### src/rtl/cq_pkg.sv
package cq_pkg;
  typedef enum logic [1:0] {
    ST_IDLE   = 2'd0,
    ST_RUN_RE = 2'd1,
    ST_RUN_IM = 2'd2,
    ST_DONE   = 2'd3
  } cq_state_e;
endpackage

### src/rtl/cq_seq_fsm.sv
module cq_seq_fsm
  import cq_pkg::*;
(
  input  logic      clk,
  input  logic      rst,
  input  logic      start,
  input  logic      div_done,
  output cq_state_e state,
  output logic      sel,
  output logic      div_start,
  output logic      accept,
  output logic      take_re,
  output logic      take_im
);
  assign accept  = (state == ST_IDLE) && start;
  assign take_re = (state == ST_RUN_RE) && div_done;
  assign take_im = (state == ST_RUN_IM) && div_done;

  always_ff @(posedge clk) begin
    if (rst) begin
      state     <= ST_IDLE;
      sel       <= 1'b0;
      div_start <= 1'b0;
    end else begin
      div_start <= 1'b0;
      unique case (state)
        ST_IDLE: if (start) begin
          state     <= ST_RUN_RE;
          sel       <= 1'b0;
          div_start <= 1'b1;
        end
        ST_RUN_RE: if (div_done) begin
          state     <= ST_RUN_IM;
          sel       <= 1'b1;
          div_start <= 1'b1;
        end
        ST_RUN_IM: if (div_done) state <= ST_DONE;
        ST_DONE: begin
          state <= ST_IDLE;
          sel   <= 1'b0;
        end
        default: state <= ST_IDLE;
      endcase
    end
  end

  // every divider start lasts a single cycle
  assert_start_pulse_R4: assert property (@(posedge clk) disable iff (rst)
    div_start |=> !div_start);
  // a divider start is only issued while a part is in flight
  assert_start_busy_R2: assert property (@(posedge clk) disable iff (rst)
    div_start |-> (state == ST_RUN_RE || state == ST_RUN_IM));
  // the select line rises only after the real part has returned
  assert_sel_order_R3: assert property (@(posedge clk) disable iff (rst)
    $rose(sel) |-> ($past(state) == ST_RUN_RE && $past(div_done)));
  // a completion while idle without a request keeps the block idle
  assert_idle_done_R10: assert property (@(posedge clk) disable iff (rst)
    (state == ST_IDLE && div_done && !start) |=> state == ST_IDLE);
endmodule

### src/rtl/cq_operand_mux.sv
module cq_operand_mux #(
  parameter int W = 8
) (
  input  logic         sel,
  input  logic [W-1:0] op_re,
  input  logic [W-1:0] op_im,
  input  logic [W-1:0] op_den,
  output logic [W-1:0] div_num,
  output logic [W-1:0] div_den
);
  always_comb begin
    div_num = sel ? op_im : op_re;
    div_den = op_den;
  end
endmodule

### src/rtl/cq_result_demux.sv
module cq_result_demux #(
  parameter int QW = 16
) (
  input  logic          clk,
  input  logic          rst,
  input  logic          take_re,
  input  logic          take_im,
  input  logic [QW-1:0] quo,
  output logic [QW-1:0] q_re,
  output logic [QW-1:0] q_im,
  output logic          zero_re,
  output logic          zero_im
);
  logic [QW-1:0] hold_re;
  logic          hold_zre;
  logic          quo_zero;

  assign quo_zero = (quo == '0);

  always_ff @(posedge clk) begin
    if (rst) begin
      hold_re  <= '0;
      hold_zre <= 1'b0;
      q_re     <= '0;
      q_im     <= '0;
      zero_re  <= 1'b0;
      zero_im  <= 1'b0;
    end else begin
      if (take_re) begin
        hold_re  <= quo;
        hold_zre <= quo_zero;
      end
      if (take_im) begin
        q_re    <= hold_re;
        zero_re <= hold_zre;
        q_im    <= quo;
        zero_im <= quo_zero;
      end
    end
  end

  // the visible quotients change only on the second completion
  assert_out_update_R5: assert property (@(posedge clk) disable iff (rst)
    (q_re != $past(q_re) || q_im != $past(q_im)) |-> $past(take_im));
  // the two halves never complete in the same cycle
  assert_one_take_R4: assert property (@(posedge clk) disable iff (rst)
    !(take_re && take_im));
endmodule

### src/rtl/cplx_quot_seq.sv
module cplx_quot_seq
  import cq_pkg::*;
#(
  parameter int W    = 8,
  parameter int FRAC = 8,
  parameter int QW   = W + FRAC
) (
  input  logic          clk,
  input  logic          rst,
  input  logic          start,
  input  logic [W-1:0]  num_re,
  input  logic [W-1:0]  num_im,
  input  logic [W-1:0]  den,
  output logic          busy,
  output logic          done,
  output logic [QW-1:0] q_re,
  output logic [QW-1:0] q_im,
  output logic          zero_re,
  output logic          zero_im,
  output logic          inf,
  output logic          part_sel,
  output logic          div_start,
  output logic [W-1:0]  div_num,
  output logic [W-1:0]  div_den,
  input  logic          div_done,
  input  logic [QW-1:0] div_quo
);
  cq_state_e    state;
  logic         accept, take_re, take_im;
  logic [W-1:0] op_re, op_im, op_den;
  logic         inf_cap;

  cq_seq_fsm u_fsm (
    .clk(clk), .rst(rst), .start(start), .div_done(div_done),
    .state(state), .sel(part_sel), .div_start(div_start),
    .accept(accept), .take_re(take_re), .take_im(take_im)
  );

  always_ff @(posedge clk) begin
    if (rst) begin
      op_re   <= '0;
      op_im   <= '0;
      op_den  <= '0;
      inf_cap <= 1'b0;
      inf     <= 1'b0;
    end else begin
      if (accept) begin
        op_re   <= num_re;
        op_im   <= num_im;
        op_den  <= den;
        inf_cap <= (den == '0);
      end
      if (take_im) inf <= inf_cap;
    end
  end

  cq_operand_mux #(.W(W)) u_mux (
    .sel(part_sel), .op_re(op_re), .op_im(op_im), .op_den(op_den),
    .div_num(div_num), .div_den(div_den)
  );

  cq_result_demux #(.QW(QW)) u_demux (
    .clk(clk), .rst(rst), .take_re(take_re), .take_im(take_im), .quo(div_quo),
    .q_re(q_re), .q_im(q_im), .zero_re(zero_re), .zero_im(zero_im)
  );

  assign busy = (state != ST_IDLE);
  assign done = (state == ST_DONE);

  // done lasts exactly one cycle
  assert_done_pulse_R5: assert property (@(posedge clk) disable iff (rst)
    done |=> !done);
  // the infinity flag reflects the denominator seen at acceptance
  assert_inf_capture_R9: assert property (@(posedge clk) disable iff (rst)
    $rose(busy) |-> (inf_cap == ($past(den) == '0)));
  // the routed denominator stays fixed while a part is in flight
  assert_den_hold_R7: assert property (@(posedge clk) disable iff (rst)
    (busy && $past(busy)) |-> $stable(div_den));
endmodule

### config.mk
export PLATFORM = sky130hd
export DESIGN_NAME = cplx_quot_seq
export DESIGN_NICKNAME = d
export VERILOG_FILES = /design/src/rtl/cq_pkg.sv /design/src/rtl/cq_seq_fsm.sv /design/src/rtl/cq_operand_mux.sv /design/src/rtl/cq_result_demux.sv /design/src/rtl/cplx_quot_seq.sv
export SDC_FILE = /design/constraint.sdc
export NUM_CORES = 1
export LEC_CHECK = 0
export BUFFER_PORTS_ARGS = -buffer_cell sky130_fd_sc_hd__buf_2
export CAP_MARGIN = 20
export CORE_AREA = 2 2 86 88
export DETAILED_ROUTE_END_ITERATION = 16
export DIE_AREA = 0 0 88 90
export PLACE_DENSITY = 0.71
export SYNTH_ARGS = -nofsm -noshare
export SYNTH_HDL_FRONTEND = slang
export SYNTH_SLANG_ARGS = --single-unit
### constraint.sdc
create_clock -name clk -period 1.4 [get_ports clk]
set_input_delay 0.07 -clock clk [delete_from_list [all_inputs] [get_ports clk]]
set_output_delay 0.07 -clock clk [all_outputs]
set_load 0.02 [all_outputs]
# Yosys cells after proc, flatten, opt, wreduce, memory -nomap -nowiden
# Index checks and enable logic that the tools add are counted.
# word_totals
output_inout_bits	55
wordCells	41
regBits	81
input_bits	44
# op_classes
mux	11
eq_ne	6
reduce_logical	10
# op_table
op	count
$logic_not 16->1	1
$logic_not 8->1	1
$mux 8	1
$pmux 2 s4	1
$mux 2	3
$ne 2x2->1 const B	3
$reduce_and 3->1	2
$eq 2x2->1 const B	2
$mux 1	4
$logic_and 1x1->1	3
$pmux 1 s3	1
$reduce_bool 3->1	1
$eq 2x1->1 const B	1
$logic_not 2->1	1
$pmux 1 s2	1
$reduce_bool 2->1	1

# Logic depth before layout (Yosys ltp)
# Gate-level depths: netlist (run 1).
# logic_depth
word_depth	3
ltp_mapped	7
ltp_nobuf	5

# Modules after synthesis
# Synthesis (run 1) repeated with hierarchy kept, for this count alone.
# hier_totals
hier_cells	303
hier_area_um2	3278.1
# modules_own_cells
mod	cells_each	instances	seq_area_each_um2	area_per_inst_um2
cq_result_demux	170	1	1021.0	1841.8
cplx_quot_seq	89	1	520.5	978.4
cq_seq_fsm	27	1	80.1	266.5
cq_operand_mux	17	1	0.0	191.4

# Worst setup path after synthesis (run 1)
# Ideal clock, no wire load.
# synth_timing
kind	reg2reg
from	register u_fsm.state[0]
to	register u_fsm.sel
stages_incl_launch_ff	6
synth_period_minus_slack_ns	1.505
t_arrival_ns	1.434
path_buffers	0
required_time_ns	1.330
setup_time_ns	0.070
path_slack_ns	-0.105
path_cell_list	dfxtp_1 > inv_1 > ha_1 > nor2b_4 > or4b_1 > a21oi_1
# synth_via
elab_chain_len	3
elab_cells_between_ends	8
cone_classes	eq/ne (4); mux (1); reduce/logical (3)
# synth_rtl
item	line_no	rtl
start: declaration	cq_seq_fsm.sv:8	output cq_state_e state,
start signal: assignment	cq_seq_fsm.sv:21	state <= ST_IDLE;
start signal: assignment	cq_seq_fsm.sv:28	state <= ST_RUN_RE;
start signal: assignment	cq_seq_fsm.sv:33	state <= ST_RUN_IM;
$eq 2x1->1 (tied with other cells)	cq_seq_fsm.sv:26	unique case (state)
$ne 2x2->1 (no line) or $reduce_bool 3->1 (tied branches)	--	
$reduce_and 3->1 (no line)	--	
end signal: assignment	cq_seq_fsm.sv:22	sel <= 1'b0;
end signal: assignment	cq_seq_fsm.sv:29	sel <= 1'b0;
end signal: assignment	cq_seq_fsm.sv:34	sel <= 1'b1;
end: declaration	cq_seq_fsm.sv:9	output logic sel,
# Several ways; a longest one is shown, not always the timed one.
# A chain may end at the register's enable or synchronous reset.

# Worst setup path in the final report (run 1)
# Same ends and word-level chain as after synthesis.

==> results.json, run 1 <==
{
  "outcome": "completed",
  "fmax_ghz": 0.717,
  "routed_via_density": 4.94,
  "timing.final.setup_violations": 0,
  "floorplan.die_area_um2": 7920,
  "dpl.cell_count": 567,
  "ctsLongestPathBuffers": 2,
  "unrepaired_setup_endpoints_after_global_routing": "true",
  "final_max_slew_viol_count": 0,
  "globalRoute.totalOverflow": 0,
  "cpLargestDelayFamily": "simple AND/OR/NAND/NOR gates",
  "comb_power_share": 0.363,
  "ant_nets": 0,
  "critical_path_arrival_ps": 1660,
  "crit_path_start_kind": "register",
  "cts-htree-levels": 3,
  "cell_area_after_synthesis_um2": 3050,
  "area_growth_syn_to_layout_pct": 49.2,
  "synth_top_area_frac": 0.532,
  "die_width_um": 88,
  "initial_drt_pass_iterations": 4,
  "r2r_end": "u_fsm.sel",
  "grt.total_usage": 0.208,
  "grt_start_max_net_pins": 53,
  "syn_nets": 430,
  "synth-warning-count": 0,
  "final-hold-violation-count": 0,
  "initial_core_utilization": 0.434,
  "instances_no_fill": 626,
  "drt_iter0_drc": 205,
  "antenna-diode-count": 0,
  "max_stage_delay_ps": 500,
  "clock_skew_ps": 11.5,
  "synth_cell_type_count": 25,
  "core_area_um2": 7020,
  "ctsRootBufferMaster": "clkbuf_8",
  "synth_top_cell_by_area": "dfxtp_1",
  "fp-row-count": 31,
  "p_per_area_nw_per_um2": 1600,
  "drc_errors": 0,
  "die_height_um": 90,
  "path_max_fanout": 4,
  "worst_pin_slew_ps": 300,
  "cp_data_required_time_ps": 1670,
  "ff_to_ff_path_depth": 5,
  "timing.slew.headroom": 0.800,
  "crit_start": "u_fsm.state[0]",
  "drv_cap": 0,
  "grt_pass1_vias": 2960,
  "mostFrequentLayoutCell": "nand2_1",
  "clock_sinks": 81,
  "clkLatencyLatePin_ps": 340,
  "routed_wire_length_per_instance_um": 13.8,
  "finalWorstPathRequiredPeriod_ps": 1390,
  "worstSetupPathDepth": 5,
  "leading_cell_types_in_the_layout_fill_and_taps_excluded": "152 x nand2_1, 91 x buf_2, 78 x dfxtp_1, 77 x a21oi_1, 38 x dlygate4sd3_1",
  "intPower_mw": 4.89,
  "layout.filler_cells": 601,
  "r2r_start": "u_fsm.state[0]",
  "setup-tns-final_ps": 0,
  "hold_class": "input port to register",
  "cpMaxStageDelayCell": "or4b_4",
  "pwr-share-clk": 0.253,
  "total_power_mw": 7.27,
  "route.vias.total": 3093,
  "ys_ff_latch": 81,
  "max-vdd-ir-drop_mv": 1.31,
  "switchingPower_mw": 2.39,
  "worst_setup_hold_path_clk_slew_ps": 80,
  "cts_tree": "yes",
  "seqPwrFrac": 0.384,
  "syn_avg_cell_area_um2": 8.02,
  "cts_made_buffers": 9,
  "power.share.switching": 0.328,
  "final.period_utilization": 0.996,
  "netlist_top_cells_area": "dfxtp_1 53%, nand2_1 19%, a21oi_1 13%, mux2_2 3.0%, ha_1 2.5%",
  "worstPathBufferInverterCount": 1,
  "nNetsFinal": 572,
  "grt_antenna_before_repair": 0,
  "fraction_of_layout_instances_using_a_drive_strength_above_1": 0.288,
  "endpoint_kind": "register",
  "number_of_primary_i_o_pins": 99,
  "timing.critical_path.cells": "inv_4, ha_4, nor2b_4, or4b_4, a21oi_2",
  "synthesis.instances": 380,
  "critical_path_class": "register to register",
  "static-leakage-power_nw": 1.92,
  "endpoint": "u_fsm.sel",
  "total_detailed_routing_wirelength_um": 8610,
  "buffer_ports.inserted": 98,
  "grt_first_pass_wirelength_um": 13200,
  "place_congestion": 0.841,
  "setup.reg_to_reg.worst_slack_ps": 6,
  "hpwlAfterDp_um": 5160,
  "synth.yosys.seq_area_share": 0.532,
  "post-route-util": 0.647
}
-- worst min path at each step --
| stage | start | end | slack (ps) | cells after the start |
|---|---|---|---|---|
| after floorplan | num_im[0] | op_im[0] | 210 | 2 |
| after global placement | rst | u_fsm.state[1] | 310 | 2 |
| after detailed placement | rst | u_fsm.state[1] | 310 | 2 |
| after CTS | div_quo[3] | u_demux.q_im[3] | 5 | 3 |
| after global routing | div_quo[9] | u_demux.hold_re[9] | 8 | 3 |
| final | div_quo[3] | u_demux.q_im[3] | 10 | 3 |
-- through the flow --
step | hold slack, ps | worst slack [ps] | cell area (µm²)
2_1_floorplan | 206 | 6.02 | 3050
3_3_place_gp | 307 | 23.0 | 3770
3_5_place_dp | 312 | 0.601 | 3770
4_1_cts | 4.71 | -3.39 | 4400
5_1_grt | 7.60 | -34.2 | 4540
6_report | 13.6 | 6.07 | 4540
-- Yosys cell counts --
cell type	instances
nor4_1	6
nand3_1	1
nor2b_1	1
a211oi_1	2
a21oi_1	78
nand4_1	1
or4b_1	1
o311a_1	1
o21ai_1	1
and2_1	3
inv_1	4
buf_1	1
dfxtp_1	81
nor2_1	2
nor2b_4	1
nand3b_1	1
o21ba_2	1
buf_2	11
o31ai_1	1
o21ai_0	2
nand2_1	152
nand2b_1	1
ha_1	6
mux2_2	8
clkbuf_1	13
-- per-layer routing --
| layer | vias to the layer above | track usage | wire length, µm |
|---|---|---|---|
| li1 | 1528 | - | - |
| met2 | 100 | 0.336 | 4290 |
| met5 | - | 0 | 0 |
| met3 | 30 | 0.0459 | 391 |
| met4 | 0 | 0.0910 | 293 |
| met1 | 1435 | 0.262 | 3630 |
-- flip-flops by register name, indices dropped and copies added, names as in the netlist --
| signal | flops |
|---|---|
| u_fsm.div_start | 1 |
| u_demux.hold_re | 16 |
| inf_cap | 1 |
| u_fsm.sel | 1 |
| op_re | 8 |
| u_fsm.state | 2 |
| u_demux.q_re | 16 |
| u_demux.zero_im | 1 |
| u_demux.zero_re | 1 |
| u_demux.hold_zre | 1 |
| op_im | 8 |
| u_demux.q_im | 16 |
| inf | 1 |
| op_den | 8 |
-- layout make-up --
type,instances,area [µm²],share of cell area
Multi-Input combinational cell,270,1360,0.298
Sequential cell,81,1630,0.359
Clock buffer,12,135,0.0297
Clock inverter,4,77.6,0.0171
Inverter,4,17.5,0.00385
Tap cell,99,124,0.0273
Timing Repair Buffer,156,1200,0.265
-- cell families after synthesis --
| group | after synthesis | share of synthesized area |
|---|---|---|
| fa+ha+maj | 6 | 0.0246 |
| compound gates | 86 | 0.147 |
| mux | 8 | 0.0296 |
| buf+inv | 29 | 0.0402 |
| simple gates | 170 | 0.226 |
| flops | 81 | 0.532 |
-- power by group through the flow --
stage	Clock [mW]	Sequential [mW]	Combinational, mW
global route	1.96	2.83	2.88
global placement	0	2.81	2.12
floorplan	0	2.95	1.19
detailed placement	0	2.83	2.16
CTS	1.88	2.77	2.31
finish	1.84	2.79	2.64
-- what timing repair did --
action | in CTS | in global routing
cloned | 0 | 2
hold buffers | 38 | 0
endpoints found under the setup margin | 9 | 51
pin swaps | 0 | 1
buffers inserted | 3 | 0
gates resized for setup | 4 | 31
hold endpoints to repair | 49 | 0
-- worst register-to-register path: cells and delay by family, from the launching register on --
kind / cells / cell delay [ps]
and+or+nand+nor: 2 / 620
AOI/OAI and AO/OA: 1 / 130
buffers and inverters: 1 / 50
adders and majority gates: 1 / 150
DFF: 1 / 370
No activity file was read; power rests on OpenSTA's default activity.
==> run 2, diff against run 1 <==
--- a/config.mk
+++ b/config.mk
@@ -7,9 +7,11 @@
 export LEC_CHECK = 0
 export BUFFER_PORTS_ARGS = -buffer_cell sky130_fd_sc_hd__buf_2
 export CAP_MARGIN = 20
-export CORE_AREA = 2 2 86 88
+export CELL_PAD_IN_SITES_DETAIL_PLACEMENT = 2
+export CELL_PAD_IN_SITES_GLOBAL_PLACEMENT = 2
+export CORE_AREA = 2 2 114 116
 export DETAILED_ROUTE_END_ITERATION = 16
-export DIE_AREA = 0 0 88 90
+export DIE_AREA = 0 0 116 118
 export PLACE_DENSITY = 0.71
 export SYNTH_ARGS = -nofsm -noshare
 export SYNTH_HDL_FRONTEND = slang
==> results.json, run 2 (synthesis gave the netlist of run 1 again) <==
{
  "outcome": "finished, violations left",
  "violations_in_the_final_reports": "setup timing",
  "r2r_start": "u_fsm.state[0]",
  "setup-tns-final_ps": -23.0,
  "ctsRootBufferMaster": "clkbuf_16",
  "setup.reg_to_reg.worst_slack_ps": -20,
  "whs_endpoint": "u_demux.q_im[8]",
  "seqPwrFrac": 0.344,
  "worst_setup_hold_path_clk_slew_ps": 60,
  "final-hold-violation-count": 0,
  "finalHoldWorstSlack_ps": 12.8,
  "crit_path_start_kind": "register",
  "path_max_fanout": 3,
  "worst_hold_path.num_cells": 3,
  "hpwlAfterDp_um": 7170,
  "detailedPlace.worstSlack_ps": -58.8,
  "drv_cap": 0,
  "cts_made_buffers": 9,
  "floorplan.die_area_um2": 13700,
  "place_congestion": 0.771,
  "total_power_mw": 8.17,
  "total_detailed_routing_wirelength_um": 11400,
  "cp_data_required_time_ps": 1660,
  "power.share.switching": 0.326,
  "buffer_ports.inserted": 98,
  "r2r_end": "u_fsm.sel",
  "finalWorstPathRequiredPeriod_ps": 1420,
  "antenna-diode-count": 0,
  "clock_sinks": 81,
  "core_area_um2": 12400,
  "mostFrequentLayoutCell": "nand2_1",
  "ff_to_ff_path_depth": 5,
  "fp-row-count": 41,
  "timing.slew.headroom": 0.707,
  "routed_via_density": 4.45,
  "critical_path_class": "register to register",
  "drc_errors": 0,
  "die_height_um": 118,
  "fraction_of_layout_instances_using_a_drive_strength_above_1": 0.318,
  "number_of_primary_i_o_pins": 99,
  "area_growth_syn_to_layout_pct": 54.0,
  "grt_start_max_net_pins": 53,
  "cts-htree-levels": 3,
  "cts_tree": "yes",
  "drt_iter0_drc": 80,
  "route.vias.total": 3059,
  "clkLatencyLatePin_ps": 330,
  "nNetsFinal": 560,
  "routed_wire_length_per_instance_um": 16.6,
  "die_width_um": 116,
  "instances_no_fill": 687,
  "clock_skew_ps": 8.38,
  "unrepaired_setup_endpoints_after_global_routing": "true",
  "critical_path_arrival_ps": 1680,
  "timing.final.ws_setup_ps": -23.0,
  "max-vdd-ir-drop_mv": 0.655,
  "final_max_slew_viol_count": 0,
  "grt.total_usage": 0.162,
  "worst_hold_startpoint": "div_quo[8]",
  "hold_class": "input port to register",
  "globalRoute.totalOverflow": 0,
  "grt_antenna_before_repair": 0,
  "comb_power_share": 0.356,
  "worst_pin_slew_ps": 439,
  "final.period_utilization": 1.02,
  "intPower_mw": 5.51,
  "largest_registers": "u_demux.hold_re x16, u_demux.q_im x16, u_demux.q_re x16",
  "static-leakage-power_nw": 1.94,
  "ant_nets": 0,
  "dpl.cell_count": 641,
  "fmax_ghz": 0.703,
  "switchingPower_mw": 2.66,
  "leading_cell_types_in_the_layout_fill_and_taps_excluded": "151 x nand2_1, 90 x buf_2, 78 x dfxtp_1, 74 x a21oi_1, 24 x dlygate4sd3_1",
  "ctsLongestPathBuffers": 2,
  "endpoint_kind": "register",
  "grt_first_pass_wirelength_um": 17400,
  "timing.final.setup_violations": 1,
  "p_per_area_nw_per_um2": 1740,
  "initial_drt_pass_iterations": 4,
  "initial_core_utilization": 0.245,
  "pwr-share-clk": 0.300,
  "layout.filler_cells": 1428,
  "grt_pass1_vias": 3363
}
-- run 2: worst max-delay path by stage --
stage | slack, ps | startpoint | cells after the start | end
CTS | -20 | u_fsm.state[0] | 5 | u_fsm.sel
global route | -80 | u_fsm.state[0] | 5 | u_fsm.sel
global placement | 10 | u_fsm.state[0] | 5 | u_fsm.sel
detailed placement | -60 | u_fsm.state[0] | 5 | u_fsm.sel
floorplan | 6 | u_fsm.state[1] | 5 | u_fsm.sel
finish | -20 | u_fsm.state[0] | 5 | u_fsm.sel
-- run 2: critical path, cell delays in order, from the launching register on --
cell	delay (ps)
dfxtp_4	370
buf_4	100
buf_4	110
ha_2	170
or4b_4	460
a21oi_2	140
-- run 2: final cells by class --
type | instances | area (µm²) | area share
multi-input cells | 270 | 1400 | 0.297
well taps | 172 | 215 | 0.0459
clock inverters | 2 | 35.0 | 0.00747
inverters | 4 | 17.5 | 0.00373
clock buffers | 14 | 274 | 0.0584
repair buffers | 144 | 1130 | 0.240
flip-flops and latches | 81 | 1630 | 0.347
-- run 2: through the flow --
step                      area, µm²  utilization
after floorplan                3050            -
after global placement         3870        0.312
after detailed placement       3870        0.312
after CTS                      4530        0.365
after global routing           4690        0.378
final                          4690        0.378
-- run 2: power groups by stage --
stage	Combinational [mW]	Clock, mW	Sequential, mW
2_1_floorplan	1.19	0	2.95
3_3_place_gp	2.20	0	2.81
3_5_place_dp	2.30	0	2.83
4_1_cts	2.56	2.50	2.79
5_1_grt	3.18	2.63	2.85
6_report	2.91	2.45	2.81
-- run 2: layer usage --
metal / GRT usage / share of wire / vias up
li1: - / - / 1506
met1: 0.200 / 0.42 / 1486
met2: 0.277 / 0.53 / 49
met3: 0.0257 / 0.025 / 18
met4: 0.0677 / 0.023 / 0
met5: 0 / 0 / -
-- run 2: what timing repair did --
action                                 4_1_cts  5_1_grt
gates resized for setup                     23       26
cloned                                       1        3
setup endpoints to repair                   12       57
buffers inserted                             1        1
hold buffers                                24        0
endpoints found under the hold margin       24        0
pin swaps                                    0        1
==> run 3, diff against run 2 <==
--- a/config.mk
+++ b/config.mk
@@ -12,6 +12,7 @@
 export CORE_AREA = 2 2 114 116
 export DETAILED_ROUTE_END_ITERATION = 16
 export DIE_AREA = 0 0 116 118
+export MAX_ROUTING_LAYER = met4
 export PLACE_DENSITY = 0.71
 export SYNTH_ARGS = -nofsm -noshare
 export SYNTH_HDL_FRONTEND = slang
==> results.json, run 3 (synthesis gave the netlist of run 1 again) <==
{
  "drt_iter0_drc": 82,
  "max_stage_delay_ps": 460,
  "total_detailed_routing_wirelength_um": 11500,
  "max-vdd-ir-drop_mv": 0.654,
  "drc_errors": 0,
  "floorplan.die_area_um2": 13700,
  "hold_class": "input port to register",
  "unrepaired_setup_endpoints_after_global_routing": "true",
  "placedInstanceArea_um2": 3870,
  "fmax_ghz": 0.703,
  "ctsLongestPathBuffers": 2,
  "finalWorstPathRequiredPeriod_ps": 1420,
  "drv_cap": 0,
  "timing.final.setup_violations": 1,
  "cpLargestDelayFamily": "simple AND/OR/NAND/NOR gates",
  "cpMaxStageDelayCell": "or4b_4",
  "highest_metal_layer_with_signal_wires": "met4",
  "critical_path_class": "register to register",
  "worstPathBufferInverterCount": 2,
  "leading_cell_types_in_the_layout_fill_and_taps_excluded": "151 x nand2_1, 90 x buf_2, 78 x dfxtp_1, 74 x a21oi_1, 24 x dlygate4sd3_1",
  "ctsRootBufferMaster": "clkbuf_16",
  "worst_setup_hold_path_clk_slew_ps": 60,
  "area_growth_syn_to_layout_pct": 54.0,
  "clock_skew_ps": 8.99,
  "grt_antenna_before_repair": 0,
  "total_power_mw": 8.18,
  "path_max_fanout": 3,
  "worst_path_most_repeated_cell": "buf_4",
  "routed_via_density": 4.48,
  "route.vias.total": 3075,
  "cts_made_buffers": 9,
  "static-leakage-power_nw": 1.94,
  "antenna-diode-count": 0,
  "buffer_ports.inserted": 98,
  "largest_registers": "u_demux.hold_re x16, u_demux.q_im x16, u_demux.q_re x16",
  "worst_pin_slew_ps": 455,
  "violations_in_the_final_reports": "setup timing",
  "final_max_slew_viol_count": 0,
  "initial_core_utilization": 0.245,
  "clkLatencyLatePin_ps": 330,
  "grt_first_pass_wirelength_um": 17400,
  "die_width_um": 116,
  "timing.slew.headroom": 0.697,
  "cts-htree-levels": 3,
  "crit_path_start_kind": "register",
  "mostFrequentLayoutCell": "nand2_1",
  "met2_length_um": 6070,
  "hpwlAfterDp_um": 7170,
  "grt_start_max_net_pins": 53,
  "cts_tree": "yes",
  "critical_path_arrival_ps": 1680,
  "outcome": "finished, violations left",
  "final-hold-violation-count": 0,
  "routed_wire_length_per_instance_um": 16.7,
  "fp-row-count": 41,
  "final.period_utilization": 1.02,
  "place_congestion": 0.781,
  "core_area_um2": 12400,
  "clock_sinks": 81,
  "post-route-util": 0.378,
  "timing.final.ws_setup_ps": -22.7,
  "endpoint_kind": "register",
  "die_height_um": 118,
  "grt_pass1_vias": 3361,
  "fraction_of_layout_instances_using_a_drive_strength_above_1": 0.318,
  "timing.critical_path.cells": "buf_4, buf_4, ha_2, or4b_4, a21oi_2",
  "nNetsFinal": 560,
  "cp_data_required_time_ps": 1660,
  "number_of_primary_i_o_pins": 99,
  "p_per_area_nw_per_um2": 1740,
  "grt.total_usage": 0.167,
  "initial_drt_pass_iterations": 4,
  "ant_nets": 0,
  "globalRoute.totalOverflow": 0,
  "wl_met1_um": 4930,
  "route.met3.wl_um": 236,
  "post_layout_inst_area_um2": 4690
}
## run 3: path summary, 6_finish.rpt
kind         cells past startpoint  slack (ps)       startpoint              end
max                              5         -20   u_fsm.state[0]        u_fsm.sel
min                              3          10       div_quo[8]  u_demux.q_im[8]
max reg2reg                      5         -20   u_fsm.state[0]        u_fsm.sel
min reg2reg                      2         450  u_demux.q_im[8]  u_demux.q_im[8]
## run 3: worst min-delay path, stage by stage
cell     delay (ps)
buf_2           120
nand2_1          50
a21oi_1          50
## run 3: metrics by stage
step / hold slack, ps / instances / TNS, ps / worst slack [ps]
after floorplan: 206 / 380 / 0 / 6.02
after global placement: 314 / 641 / 0 / 11.8
after detailed placement: 319 / 641 / -101 / -58.8
after CTS: 4.27 / 683 / -39.1 / -22.9
after global routing: 10.9 / 687 / -276 / -76.1
final: 11.7 / 687 / -22.7 / -22.7
## run 3: final cells by class
cell class | instances | area, µm²
Clock buffer | 14 | 274
Clock inverter | 2 | 35.0
Fill cell | 1432 | 7720
Inverter | 4 | 17.5
Multi-Input combinational cell | 270 | 1400
Sequential cell | 81 | 1630
Tap cell | 172 | 215
Timing Repair Buffer | 144 | 1130
## run 3: what timing repair did
item,4_1_cts,5_1_grt
endpoints found under the hold margin,24,0
hold buffers,24,0
setup buffers,1,1
setup endpoints to repair,12,57
gates resized for setup,23,26
pin swaps,0,1
gates cloned,1,3
## run 3: report_power, final
part,switching (mW),internal [mW]
combinational,1.56,1.35
clock,0.930,1.53
sequential,0.181,2.63
## run 3: routing by layer
metal  GRT usage  vias to the layer above
met2       0.278                       46
met3      0.0237                       18
li1            -                     1506
met4      0.0677                        0
met5           -                        -
met1       0.201                     1505
